**config.mk**
```make
export PLATFORM = sky130hd
export DESIGN_NAME = psram_burst_ctrl
export DESIGN_NICKNAME = d
export VERILOG_FILES = /design/src/rtl/psram_pkg.sv /design/src/rtl/psram_cfg_shadow.sv /design/src/rtl/psram_len_sel.sv /design/src/rtl/psram_wait_norm.sv /design/src/rtl/psram_burst_ctrl.sv
export SDC_FILE = /design/constraint.sdc
export NUM_CORES = 1
export LEC_CHECK = 0
export BUFFER_PORTS_ARGS = -buffer_cell sky130_fd_sc_hd__buf_2
export CAP_MARGIN = 20
export CORE_MARGIN = 4
export CORE_UTILIZATION = 35
export DETAILED_ROUTE_END_ITERATION = 10
export GPL_ROUTABILITY_DRIVEN = 0
export SLEW_MARGIN = 20
export SYNTH_ARGS = -nofsm -noshare
export SYNTH_HDL_FRONTEND = slang
export SYNTH_HIERARCHICAL = 1
export SYNTH_SLANG_ARGS = --single-unit
```
**constraint.sdc**
```tcl
create_clock -name clk -period 5 [get_ports clk]
set_input_delay 0 -clock clk [delete_from_list [all_inputs] [get_ports clk]]
set_output_delay 0 -clock clk [all_outputs]
set_load 0.05 [all_outputs]
```
**src/rtl/psram_pkg.sv**
```systemverilog
package psram_pkg;
    localparam int LAT_W  = 3;
    localparam int BLEN_W = 3;

    typedef enum logic [1:0] {
        ST_IDLE = 2'd0,
        ST_ADDR = 2'd1,
        ST_LAT  = 2'd2,
        ST_DATA = 2'd3
    } phase_e;

    typedef struct packed {
        logic [LAT_W-1:0]  lat;
        logic              wait_hi;
        logic [BLEN_W-1:0] blen;
    } bus_cfg_t;

    localparam bus_cfg_t BUS_CFG_RST = '{lat: 3'd3, wait_hi: 1'b0, blen: 3'd7};
endpackage

```
**src/rtl/psram_cfg_shadow.sv**
```systemverilog
module psram_cfg_shadow
    import psram_pkg::*;
#(
    parameter logic [1:0] SEL_BUS = 2'b10
) (
    input  logic              clk,
    input  logic              rst_n,
    input  logic              load,
    input  logic [1:0]        sel,
    input  logic [LAT_W-1:0]  lat,
    input  logic              wait_hi,
    input  logic [BLEN_W-1:0] blen,
    output bus_cfg_t          cfg
);
    bus_cfg_t cfg_d, cfg_q;

    always_comb begin
        cfg_d = cfg_q;
        if (load && sel == SEL_BUS) begin
            cfg_d.lat     = lat;
            cfg_d.wait_hi = wait_hi;
            cfg_d.blen    = blen;
        end
    end

    always_ff @(posedge clk or negedge rst_n) begin
        if (!rst_n) cfg_q <= BUS_CFG_RST;
        else        cfg_q <= cfg_d;
    end

    assign cfg = cfg_q;
endmodule

```
**src/rtl/psram_len_sel.sv**
```systemverilog
module psram_len_sel
    import psram_pkg::*;
#(
    parameter int BEAT_W = 5
) (
    input  logic [BEAT_W-1:0] req_beats,
    input  logic              is_read,
    input  logic [BLEN_W-1:0] blen,
    output logic [BEAT_W-1:0] eff_beats
);
    logic [BEAT_W-1:0] base;
    logic [BEAT_W-1:0] cap;

    always_comb begin
        base = (req_beats == '0) ? BEAT_W'(1) : req_beats;
        unique case (blen)
            3'd1:    cap = BEAT_W'(4);
            3'd2:    cap = BEAT_W'(8);
            3'd3:    cap = BEAT_W'(16);
            default: cap = '0;
        endcase
        eff_beats = (is_read && cap != '0 && base > cap) ? cap : base;
    end
endmodule

```
**src/rtl/psram_wait_norm.sv**
```systemverilog
module psram_wait_norm (
    input  logic mem_wait,
    input  logic wait_hi,
    output logic wait_act
);
    assign wait_act = wait_hi ? mem_wait : ~mem_wait;
endmodule

```
**src/rtl/psram_burst_ctrl.sv**
```systemverilog
module psram_burst_ctrl
    import psram_pkg::*;
#(
    parameter int ADDR_W   = 22,
    parameter int DATA_W   = 16,
    parameter int BEAT_W   = 5,
    parameter int SEL_LSB  = 18,
    parameter int LAT_LSB  = 11,
    parameter int POL_BIT  = 10,
    parameter int BLEN_LSB = 0
) (
    input  logic              clk,
    input  logic              rst_n,
    input  logic              req_valid,
    output logic              req_ready,
    input  logic              req_write,
    input  logic              req_cfg,
    input  logic [ADDR_W-1:0] req_addr,
    input  logic [BEAT_W-1:0] req_beats,
    input  logic [1:0]        req_bmask,
    input  logic [DATA_W-1:0] wr_data,
    output logic              wr_ready,
    output logic [DATA_W-1:0] rd_data,
    output logic              rd_valid,
    output logic              mem_clk_en,
    output logic [ADDR_W-1:0] mem_addr,
    output logic              mem_lat_n,
    output logic              mem_ce_n,
    output logic              mem_oe_n,
    output logic              mem_we_n,
    output logic              mem_ub_n,
    output logic              mem_lb_n,
    output logic              mem_cre,
    output logic [DATA_W-1:0] mem_dq_out,
    output logic              mem_dq_oe,
    input  logic [DATA_W-1:0] mem_dq_in,
    input  logic              mem_wait
);
    typedef struct packed {
        phase_e            st;
        logic [BEAT_W-1:0] cnt;
        logic [LAT_W-1:0]  lat;
        logic              wr;
        logic              cfg;
        logic [1:0]        be;
        logic [ADDR_W-1:0] addr;
    } regs_t;

    localparam regs_t REGS_RST = '{st: ST_IDLE, default: '0};

    regs_t             q, d;
    bus_cfg_t          bcfg;
    logic              wait_act;
    logic              take;
    logic              beat;
    logic [BEAT_W-1:0] eff_beats;

    assign take = req_valid && (q.st == ST_IDLE);

    psram_cfg_shadow u_shadow (
        .clk     (clk),
        .rst_n   (rst_n),
        .load    (take && req_cfg),
        .sel     (req_addr[SEL_LSB +: 2]),
        .lat     (req_addr[LAT_LSB +: LAT_W]),
        .wait_hi (req_addr[POL_BIT]),
        .blen    (req_addr[BLEN_LSB +: BLEN_W]),
        .cfg     (bcfg)
    );

    psram_len_sel #(.BEAT_W(BEAT_W)) u_len (
        .req_beats (req_beats),
        .is_read   (!req_write),
        .blen      (bcfg.blen),
        .eff_beats (eff_beats)
    );

    psram_wait_norm u_wait (
        .mem_wait (mem_wait),
        .wait_hi  (bcfg.wait_hi),
        .wait_act (wait_act)
    );

    assign beat = (q.st == ST_DATA) && !wait_act;

    always_comb begin
        d = q;
        unique case (q.st)
            ST_IDLE: begin
                if (take) begin
                    d.st   = ST_ADDR;
                    d.addr = req_addr;
                    d.wr   = req_write || req_cfg;
                    d.cfg  = req_cfg;
                    d.be   = req_cfg ? 2'b00 : req_bmask;
                    d.cnt  = eff_beats;
                    d.lat  = bcfg.lat;
                end
            end
            ST_ADDR: begin
                if (q.cfg)            d.st = ST_IDLE;
                else if (q.lat == '0) d.st = ST_DATA;
                else                  d.st = ST_LAT;
            end
            ST_LAT: begin
                d.lat = q.lat - 1'b1;
                if (q.lat == LAT_W'(1)) d.st = ST_DATA;
            end
            ST_DATA: begin
                if (!wait_act) begin
                    d.cnt = q.cnt - 1'b1;
                    if (q.cnt == BEAT_W'(1)) d.st = ST_IDLE;
                end
            end
            default: d.st = ST_IDLE;
        endcase
    end

    always_ff @(posedge clk or negedge rst_n) begin
        if (!rst_n) q <= REGS_RST;
        else        q <= d;
    end

    assign req_ready  = (q.st == ST_IDLE);
    assign mem_clk_en = (q.st != ST_IDLE);
    assign mem_ce_n   = (q.st == ST_IDLE);
    assign mem_lat_n  = (q.st != ST_ADDR);
    assign mem_we_n   = !((q.st == ST_ADDR) && q.wr);
    assign mem_cre    = (q.st == ST_ADDR) && q.cfg;
    assign mem_oe_n   = !((q.st == ST_DATA) && !q.wr);
    assign mem_dq_oe  = (q.st == ST_DATA) && q.wr;
    assign mem_dq_out = wr_data;
    assign mem_addr   = q.addr;
    assign mem_ub_n   = (q.st == ST_IDLE) || !q.be[1];
    assign mem_lb_n   = (q.st == ST_IDLE) || !q.be[0];
    assign rd_valid   = beat && !q.wr;
    assign rd_data    = mem_dq_in;
    assign wr_ready   = beat && q.wr;
endmodule

```
Word level (Yosys, flattened, before mapping)
Cells that the tools add are included.
W data, S select, Z words.

word-level totals
  register bits = 43
  bits of input ports = 67

operators by class
  reduce and logical (&&, ||, !) cells = 33
  $add $sub $neg = 2
  mux-type cells = 14
  eq/ne operators = 14
  $lt $le $gt $ge = 1
  bitwise operators = 1

operators by type and width
  kind                   count
  $mux W36               1
  $pmux W5 S3            1
  $logic_and A1 B1 Y1    12
  $mux W5                2
  $pmux W5 S2            1
  $mux W2                4
  $pmux W2 S4            1
  $logic_not A1 Y1       7
  $mux W7                1
  $eq A2 B2 Y1 const B   3
  $eq A3 B1 Y1 const B   2
  $eq A3 B2 Y1 const B   2
  $ne A2 B2 Y1 const B   3
  $pmux W3 S2            1
  $reduce_bool A2 Y1     3
  $eq A5 B1 Y1 const B   1
  $gt A5 B5 Y1           1
  $logic_not A5 Y1       1
  $reduce_bool A5 Y1     1
  $sub A5 B1 Y5 const B  1
  $ne A2 B1 Y1 const B   2
  $reduce_and A2 Y1      2
  $reduce_and A4 Y1      1
  $logic_not A3 Y1       1
  other kinds (7)        10

Logic depth before layout (Yosys ltp)
Gate-level depths: netlist of the first run.

  depth after elaboration = 8
  depth in mapped cells = 8

By module
Netlist of the first run, hierarchy kept.

modules (own cells, without submodules)
  module            times used  area an instance (um^2)  seq. area each (um^2)  cells each
  psram_burst_ctrl  1           2140.8                   900.9                  201
  psram_cfg_shadow  1           280.3                    181.4                  15
  psram_len_sel     1           197.7                    0.0                    26
  psram_wait_norm   1           8.8                      0.0                    1

Worst setup path before layout of the first run
No wires, ideal clock.

  path kind = reg-to-reg
  start = register u_shadow.cfg_q, in the netlist u_shadow/cfg[1]
  end = register q[31] (netlist name)
  buffers on the path = 0
  slack = 2.559 ns
  stages on the path, launching flop included = 8
  period minus slack after synthesis = 2.441 ns
  data arrival time = 2.315 ns
  path through = dfstp_2 nand3b_1 ha_1 a21oi_1 a2111oi_2 a21boi_4 mux2_4 a221o_1

on the way
  word-level cells in the longest chain between the ends = 8
  elaborated cells between the ends (all ways) = 11
  those cells by class = 1 x order compare; 3 x eq/ne; 4 x mux; 3 x reduce/logical

ends and longest elaborated chain
  element                                                               RTL line                 text
  start, declared                                                       psram_cfg_shadow.sv:15   bus_cfg_t cfg_d, cfg_q;
  start signal, assigned                                                psram_cfg_shadow.sv:28   else cfg_q <= cfg_d;
  $eq A3 B2 Y1 / $eq A3 B1 Y1 (equally long branches)                   psram_len_sel.sv:16      unique case (blen)
  $pmux W5 S3 *                                                         psram_len_sel.sv:16
  parallel branches: the longest is 3 deep, another holds $gt A5 B5 Y1  -
  $mux W5 *                                                             psram_len_sel.sv:22      eff_beats = (is_read && cap != '0 && base > cap) ? cap : base;
  via eff_beats[2]                                                      psram_burst_ctrl.sv:56   logic [BEAT_W-1:0] eff_beats;
  $mux W36 *                                                            psram_burst_ctrl.sv:90   if (take) begin
  $pmux W5 S2 *                                                         psram_burst_ctrl.sv:88   unique case (q.st)
  end signal, assigned                                                  psram_burst_ctrl.sv:120  if (!rst_n) q <= REGS_RST;
  end signal, assigned                                                  psram_burst_ctrl.sv:121  else q <= d;
  end, declared                                                         psram_burst_ctrl.sv:51   regs_t q, d;

Mark *: on every way through the listed nets, which the timed path passes. The select of a mux whose other input is x is not followed.
A chain may end at the register's enable or synchronous reset.

Worst setup path in the final report of the first run
Same ends and word-level chain as after synthesis.

==> summary.md, run 1 <==
| Metric | Value |
|---|---|
| Status | `completed` |
| Rows | `31` |
| Sw Share | `48.9%` |
| Synth Cell Area | `2630 um2` |
| Tcrit/Tclk final | `51.5%` |
| Crit end category | `flip-flop` |
| Actual slew at the worst max-slew pin | `0.849 ns` |
| Slowest stage cell, crit path | `dfstp_2` |
| Clk buf depth | `2` |
| Drt first pass iters | `4` |
| Cts bufs inserted | `5` |
| Max Slew Vio Count | `0` |
| Count leader, synth | `buf_4` |
| Final antenna-violating net count | `0` |
| Total net switching power | `0.918 mW` |
| Post-Synth XOR/XNOR Area | `0.333%` |
| Number of nets in the layout | `354` |
| DR DRC count | `0` |
| R2r worst-path depth | `7` |
| Synth area leader | `dfrtp_1` |
| Req. time, crit path | `5.18 ns` |
| Buffers & Inverters on Critical Path | `0` |
| Clock root cell | `clkbuf_8` |
| Die X | `94.6 um` |
| Power density over the cells | `632 nW/um2` |
| Avg WL per Cell | `13.5 um` |
| Post-Synthesis Cells | `243` |
| Asr flop ratio synth | `100%` |
| Post-synth cell types | `42` |
| Peak VDD IR | `0.000263 V` |
| Mux contribution to synthesized area | `14.5%` |
| Worst slew margin | `43.3%` |
| Die area | `8960 um2` |
| Vias per cell | `4.59` |
| Post-DP HPWL | `3640 um` |
| RSZ-0062 raised after global routing | `false` |
| Synth Area in Simple Gates | `12.2%` |
| Number of global-route vias before repair | `1,800` |
| Crit Path Max Fanout | `5` |
| DRT iter0 DRCs | `37` |
| TritonCTS clock tree | `built` |
| GRT Overall Usage | `11.9%` |
| Yosys top cell area share | `36.2%` |
| Largest cells by area after synthesis | `dfrtp_1, buf_4, mux2_2, dfstp_2, ha_1` |
| Crit-path cells | `nand3b_1 > ha_1 > a21oi_1 > a2111oi_2 > a21boi_4 > mux2_4 > a221o_1` |
| Via count | `1,741` |
| CP peak stage delay | `0.57 ns` |
| Combinational family with the most area after synthesis | `buffers and inverters` |
| CP startpoint kind | `flip-flop` |
| Synth top cells by count | `buf_4, dfrtp_1, mux2_2, nor2_1, inv_1` |
| Layout area overhead | `13.2%` |
| Crit path depth | `7` |
| Seq/Total Area, Yosys | `41.2%` |
| Final setup viols | `0` |
| Resize count post-CTS | `0` |
| First-pass GRT wire length | `8460 um` |
| Clk sinks | `43` |
| Clock latency at the later pin of the worst-skew pair | `0.29 ns` |
| Sequential share of power | `34.9%` |
| Max_cap viols | `0` |
| Fin Setup TNS | `0 ns` |
| Layout cells sized above 1 | `42.1%` |
| Critical path arrival | `2.76 ns` |
| Starting density of the core | `36.0%` |
| Clock transition at path regs | `0.09 ns` |
| Diode count | `0` |
| Power Total | `1.88 mW` |
| Worst hold-check path type | `input pin to output pin` |
| Initial antenna violation count | `0` |
| Grt total ovfl | `0` |
| Die Span Y | `94.6 um` |
| Clock Skew | `0.00587 ns` |
| Fmax | `388 MHz` |
| Net Count, Synth | `318` |
| WL final | `5130 um` |
| Synth Area in Compound Gates | `7.67%` |
| CP Class | `flip-flop to flip-flop` |
| Leak | `1.40 nW` |
| Logic pwr share | `53.4%` |
| Pin count of the biggest net entering global routing | `44` |
| Hold Path Cell Cnt | `0` |
| H-tree depth | `2` |
| Final Hold Viols | `0` |
| Synth Warn # | `6` |
| Synthesized area per cell | `10.8 um2` |
| Post-route minimum period | `2.58 ns` |
| Internal power | `0.961 mW` |
| EDFF count, synth | `0` |
| Most used DFF post-synth | `dfrtp_1` |
| Core footprint | `7290 um2` |
| CP delay by family, top | `compound AO/OA/AOI/OAI gates` |
| Number of synthesized register bits | `43` |
| # port buffers | `68` |
| Adder-cell area share of the yosys netlist | `3.81%` |
| Top Ports | `133` |
| Clock share of power | `11.7%` |
registers in the layout, indices dropped and copies added, names as in the netlist, named ones only:
name	cells
u_shadow/cfg	7
mem_addr	22
q	13
placed cells by master (no fill, tap or decap), drive strengths merged, types with 2 or more instances in the layout:
cell type	n
buf	69
dfrtp	38
mux2	30
dlygate4sd3	26
nor2	15
inv	14
ha	8
nand3b	8
a21oi	6
nor3b	6
clkbuf	6
a221o	5
dfstp	5
nand2	4
nor2b	4
mux2i	4
o21ai	3
or2	2
nand2b	2
and3	2
and2	2
nor3	2
o2bb2ai	2
area by class of cell:
type | count | area, um2
fill | 739 | 4320
sequential | 43 | 1080
multi-input combinational | 120 | 1020
timing repair buffer | 95 | 611
tap | 99 | 124
clock buffer | 6 | 72.6
inverter | 14 | 52.6
clock inverter | 2 | 12.5
layer usage:
metal  track usage (%)  vias up  wire [um]
li1                  -      834          -
met1              14.5      837       2200
met2              20.4       62       2460
met3              3.43        8        416
met4              3.61        0         51
met5                 0        -          0
logic make-up after synthesis:
group	Yosys count
xor gates and xnor gates	1
and+or+nand+nor	52
DFF	43
AOI/OAI and AO/OA	25
muxes	34
buffers and inverters	80
adders and majority gates	8
final timing paths:
check / to / slack (ns) / from
worst min-delay path: mem_dq_out[2] / 0.00002 / wr_data[2]
min in group asynchronous: q[23] / 0.23 / rst_n
worst min register to register: flip-flop / 0.47 / q[24]
max in group asynchronous: u_shadow/cfg[4] / 4.38 / rst_n
worst max-delay path: q[31] / 2.42 / u_shadow/cfg[1]
worst max register to register: q[31] / 2.42 / u_shadow/cfg[1]
stage by stage:
| step | std cells | cell area (um2) | utilization (%) | hold slack [ns] | setup slack, ns |
|---|---|---|---|---|---|
| detailed placement | 345 | 2630 | 36.0 | 0.000341 | 2.44 |
| floorplan | 243 | 2630 | - | -0.296 | 2.56 |
| global route | 379 | 2970 | 40.8 | 0.0000718 | 2.28 |
| CTS | 379 | 2970 | 40.8 | 0.000341 | 2.43 |
| global placement | 345 | 2630 | 36.0 | 0.000341 | 2.48 |
| finish | 379 | 2970 | 40.8 | 0.0000220 | 2.42 |
repair_timing:
item                                   CTS  global route
hold buffers                            26             0
setup buffers                            0             0
endpoints found under the hold margin   70             0
power by group through the flow:
stage	clock network [mW]	registers, mW	logic (mW)
4_1_cts	0.232	0.655	1.01
5_1_grt	0.244	0.684	1.08
6_report	0.220	0.656	1.00
3_5_place_dp	0	0.660	0.995
3_3_place_gp	0	0.654	0.985
2_1_floorplan	0	0.604	1.04
Note: power is estimated with default switching activity, not from simulation.
==> inputs of run 2 (changes only) <==
- clock period: 5 -> 2.5 ns (I/O delays scaled with it)
==> run 2 against run 1 <==
  * Via count grew 3.2%
  * Die area is the same
  * Combinational power grew 110%
  * Clock power grew 110%
  * Routed wire length grew 5.7%
  * Sequential power grew 98%
  * Utilization grew 0.96 points
  * Critical path type unchanged
==> summary.md, run 2 (synthesized netlist as in run 1, its figures left out) <==
| Metric | Value |
|---|---|
| Status | `completed` |
| Post-DP HPWL | `3760 um` |
| Initial antenna violation count | `0` |
| Layout cells sized above 1 | `43.9%` |
| Number of global-route vias before repair | `1,907` |
| Cts bufs inserted | `5` |
| Max_cap viols | `0` |
| Tcrit/Tclk final | `99.8%` |
| DR DRC count | `0` |
| Die Span Y | `94.6 um` |
| Avg WL per Cell | `14.1 um` |
| First-pass GRT wire length | `8950 um` |
| Clock transition at path regs | `0.08 ns` |
| Fmax | `401 MHz` |
| Drt first pass iters | `4` |
| Starting density of the core | `36.0%` |
| Max reg flops | `22` |
| Via count | `1,796` |
| Power density over the cells | `1260 nW/um2` |
| Diode count | `0` |
| Seq. cell area | `1080 um2` |
| Post-route minimum period | `2.50 ns` |
| Reg2reg setup slack | `0.004 ns` |
| Power Total | `3.84 mW` |
| RSZ-0062 raised after global routing | `true` |
| Crit end category | `flip-flop` |
| Number of nets in the layout | `359` |
| Clock Skew | `0.00558 ns` |
| Layout area overhead | `15.9%` |
| Clk buf depth | `2` |
| Actual slew at the worst max-slew pin | `0.563 ns` |
| Fin util | `41.7%` |
| Most frequent cells in the layout | `buf_2, dfrtp_1, mux2_2, dlygate4sd3_1, nor2_1` |
| GRT Overall Usage | `12.5%` |
| CP startpoint kind | `flip-flop` |
| Most common cell after layout, fill and taps aside | `buf_2` |
| Top Ports | `133` |
| Fillers | `736` |
| # port buffers | `68` |
| Die X | `94.6 um` |
| WL final | `5420 um` |
| Crit Path Max Fanout | `5` |
| Vias per cell | `4.68` |
| Worst slew margin | `62.5%` |
| Pin count of the biggest net entering global routing | `44` |
| Max Slew Vio Count | `0` |
| Critical path arrival | `2.68 ns` |
| Clk sinks | `43` |
| Final antenna-violating net count | `0` |
| Hold_ws | `0.0000220 ns` |
| Placed Cells | `349` |
| Req. time, crit path | `2.68 ns` |
| Grt total ovfl | `0` |
| Peak VDD IR | `0.000761 V` |
| Die area | `8960 um2` |
| Rows | `31` |
| Area of the multi-input gates | `1040 um2` |
| Worst hold-check path type | `input pin to output pin` |
| TritonCTS clock tree | `built` |
| Clock latency at the later pin of the worst-skew pair | `0.29 ns` |
| Core footprint | `7290 um2` |
| DRT iter0 DRCs | `34` |
| CP Class | `flip-flop to flip-flop` |
| Fin cells | `384` |
| H-tree depth | `2` |
| Final Hold Viols | `0` |
| Final setup viols | `0` |
| Leak | `1.43 nW` |
| Clock root cell | `clkbuf_8` |
-- run 2: report_power, final --
part / switching [mW] / internal [mW] / total, mW
Combinational: 1.36 / 0.721 / 2.08
Sequential: 0.263 / 1.04 / 1.30
Clock: 0.260 / 0.200 / 0.460
Total: 1.88 / 1.96 / 3.84
-- run 2: layout make-up --
cell class                 count  share of cell area, %
sequential                    43                   35.6
multi-input combinational    120                   34.3
timing repair buffer         100                   21.3
tap                           99                   4.07
clock buffer                   5                   2.26
inverter                      14                   1.73
clock inverter                 3                  0.781
-- run 2: final timing paths --
path / start / endpoint / cells after the start
max in group asynchronous: rst_n / u_shadow/cfg[0] / 2
min in group asynchronous: rst_n / q[30] / 2
worst max register to register: u_shadow/cfg[1] / q[31] / 7
worst min register to register: q[24] / flip-flop / 1
worst max-delay path: u_shadow/cfg[1] / q[31] / 7
worst min-delay path: wr_data[2] / mem_dq_out[2] / 0
-- run 2: routing by layer --
| layer | up-vias | part of all wire, % | global-route usage, % |
|---|---|---|---|
| li1 | 846 | - | - |
| met1 | 874 | 41 | 14.5 |
| met2 | 66 | 50 | 22.0 |
| met3 | 10 | 7.5 | 3.67 |
| met4 | 0 | 1.4 | 4.09 |
| met5 | - | 0 | 0 |
-- run 2: repair_timing --
action,in CTS,in global routing
setup endpoints to repair,0,3
hold endpoints to repair,70,0
setup buffers,0,1
resized for setup,0,2
hold buffers,26,0
-- run 2: through the flow --
stage / worst slack (ns) / instance area (um2) / TNS (ns)
2_1_floorplan: 0.0587 / 2630 / 0
3_3_place_gp: 0.0847 / 2660 / 0
3_5_place_dp: 0.0355 / 2660 / 0
4_1_cts: 0.0162 / 3010 / 0
5_1_grt: -0.0849 / 3040 / -0.100
6_report: 0.00383 / 3040 / 0
-- run 2: worst max-delay path, stage by stage (launching register included) --
cell and delay, ns:
dfstp_2 0.57, nand3b_1 0.14, ha_4 0.31, nand3b_1 0.12, a2111oi_4 0.39, a21boi_4 0.24
mux2_4 0.31, a221o_1 0.31
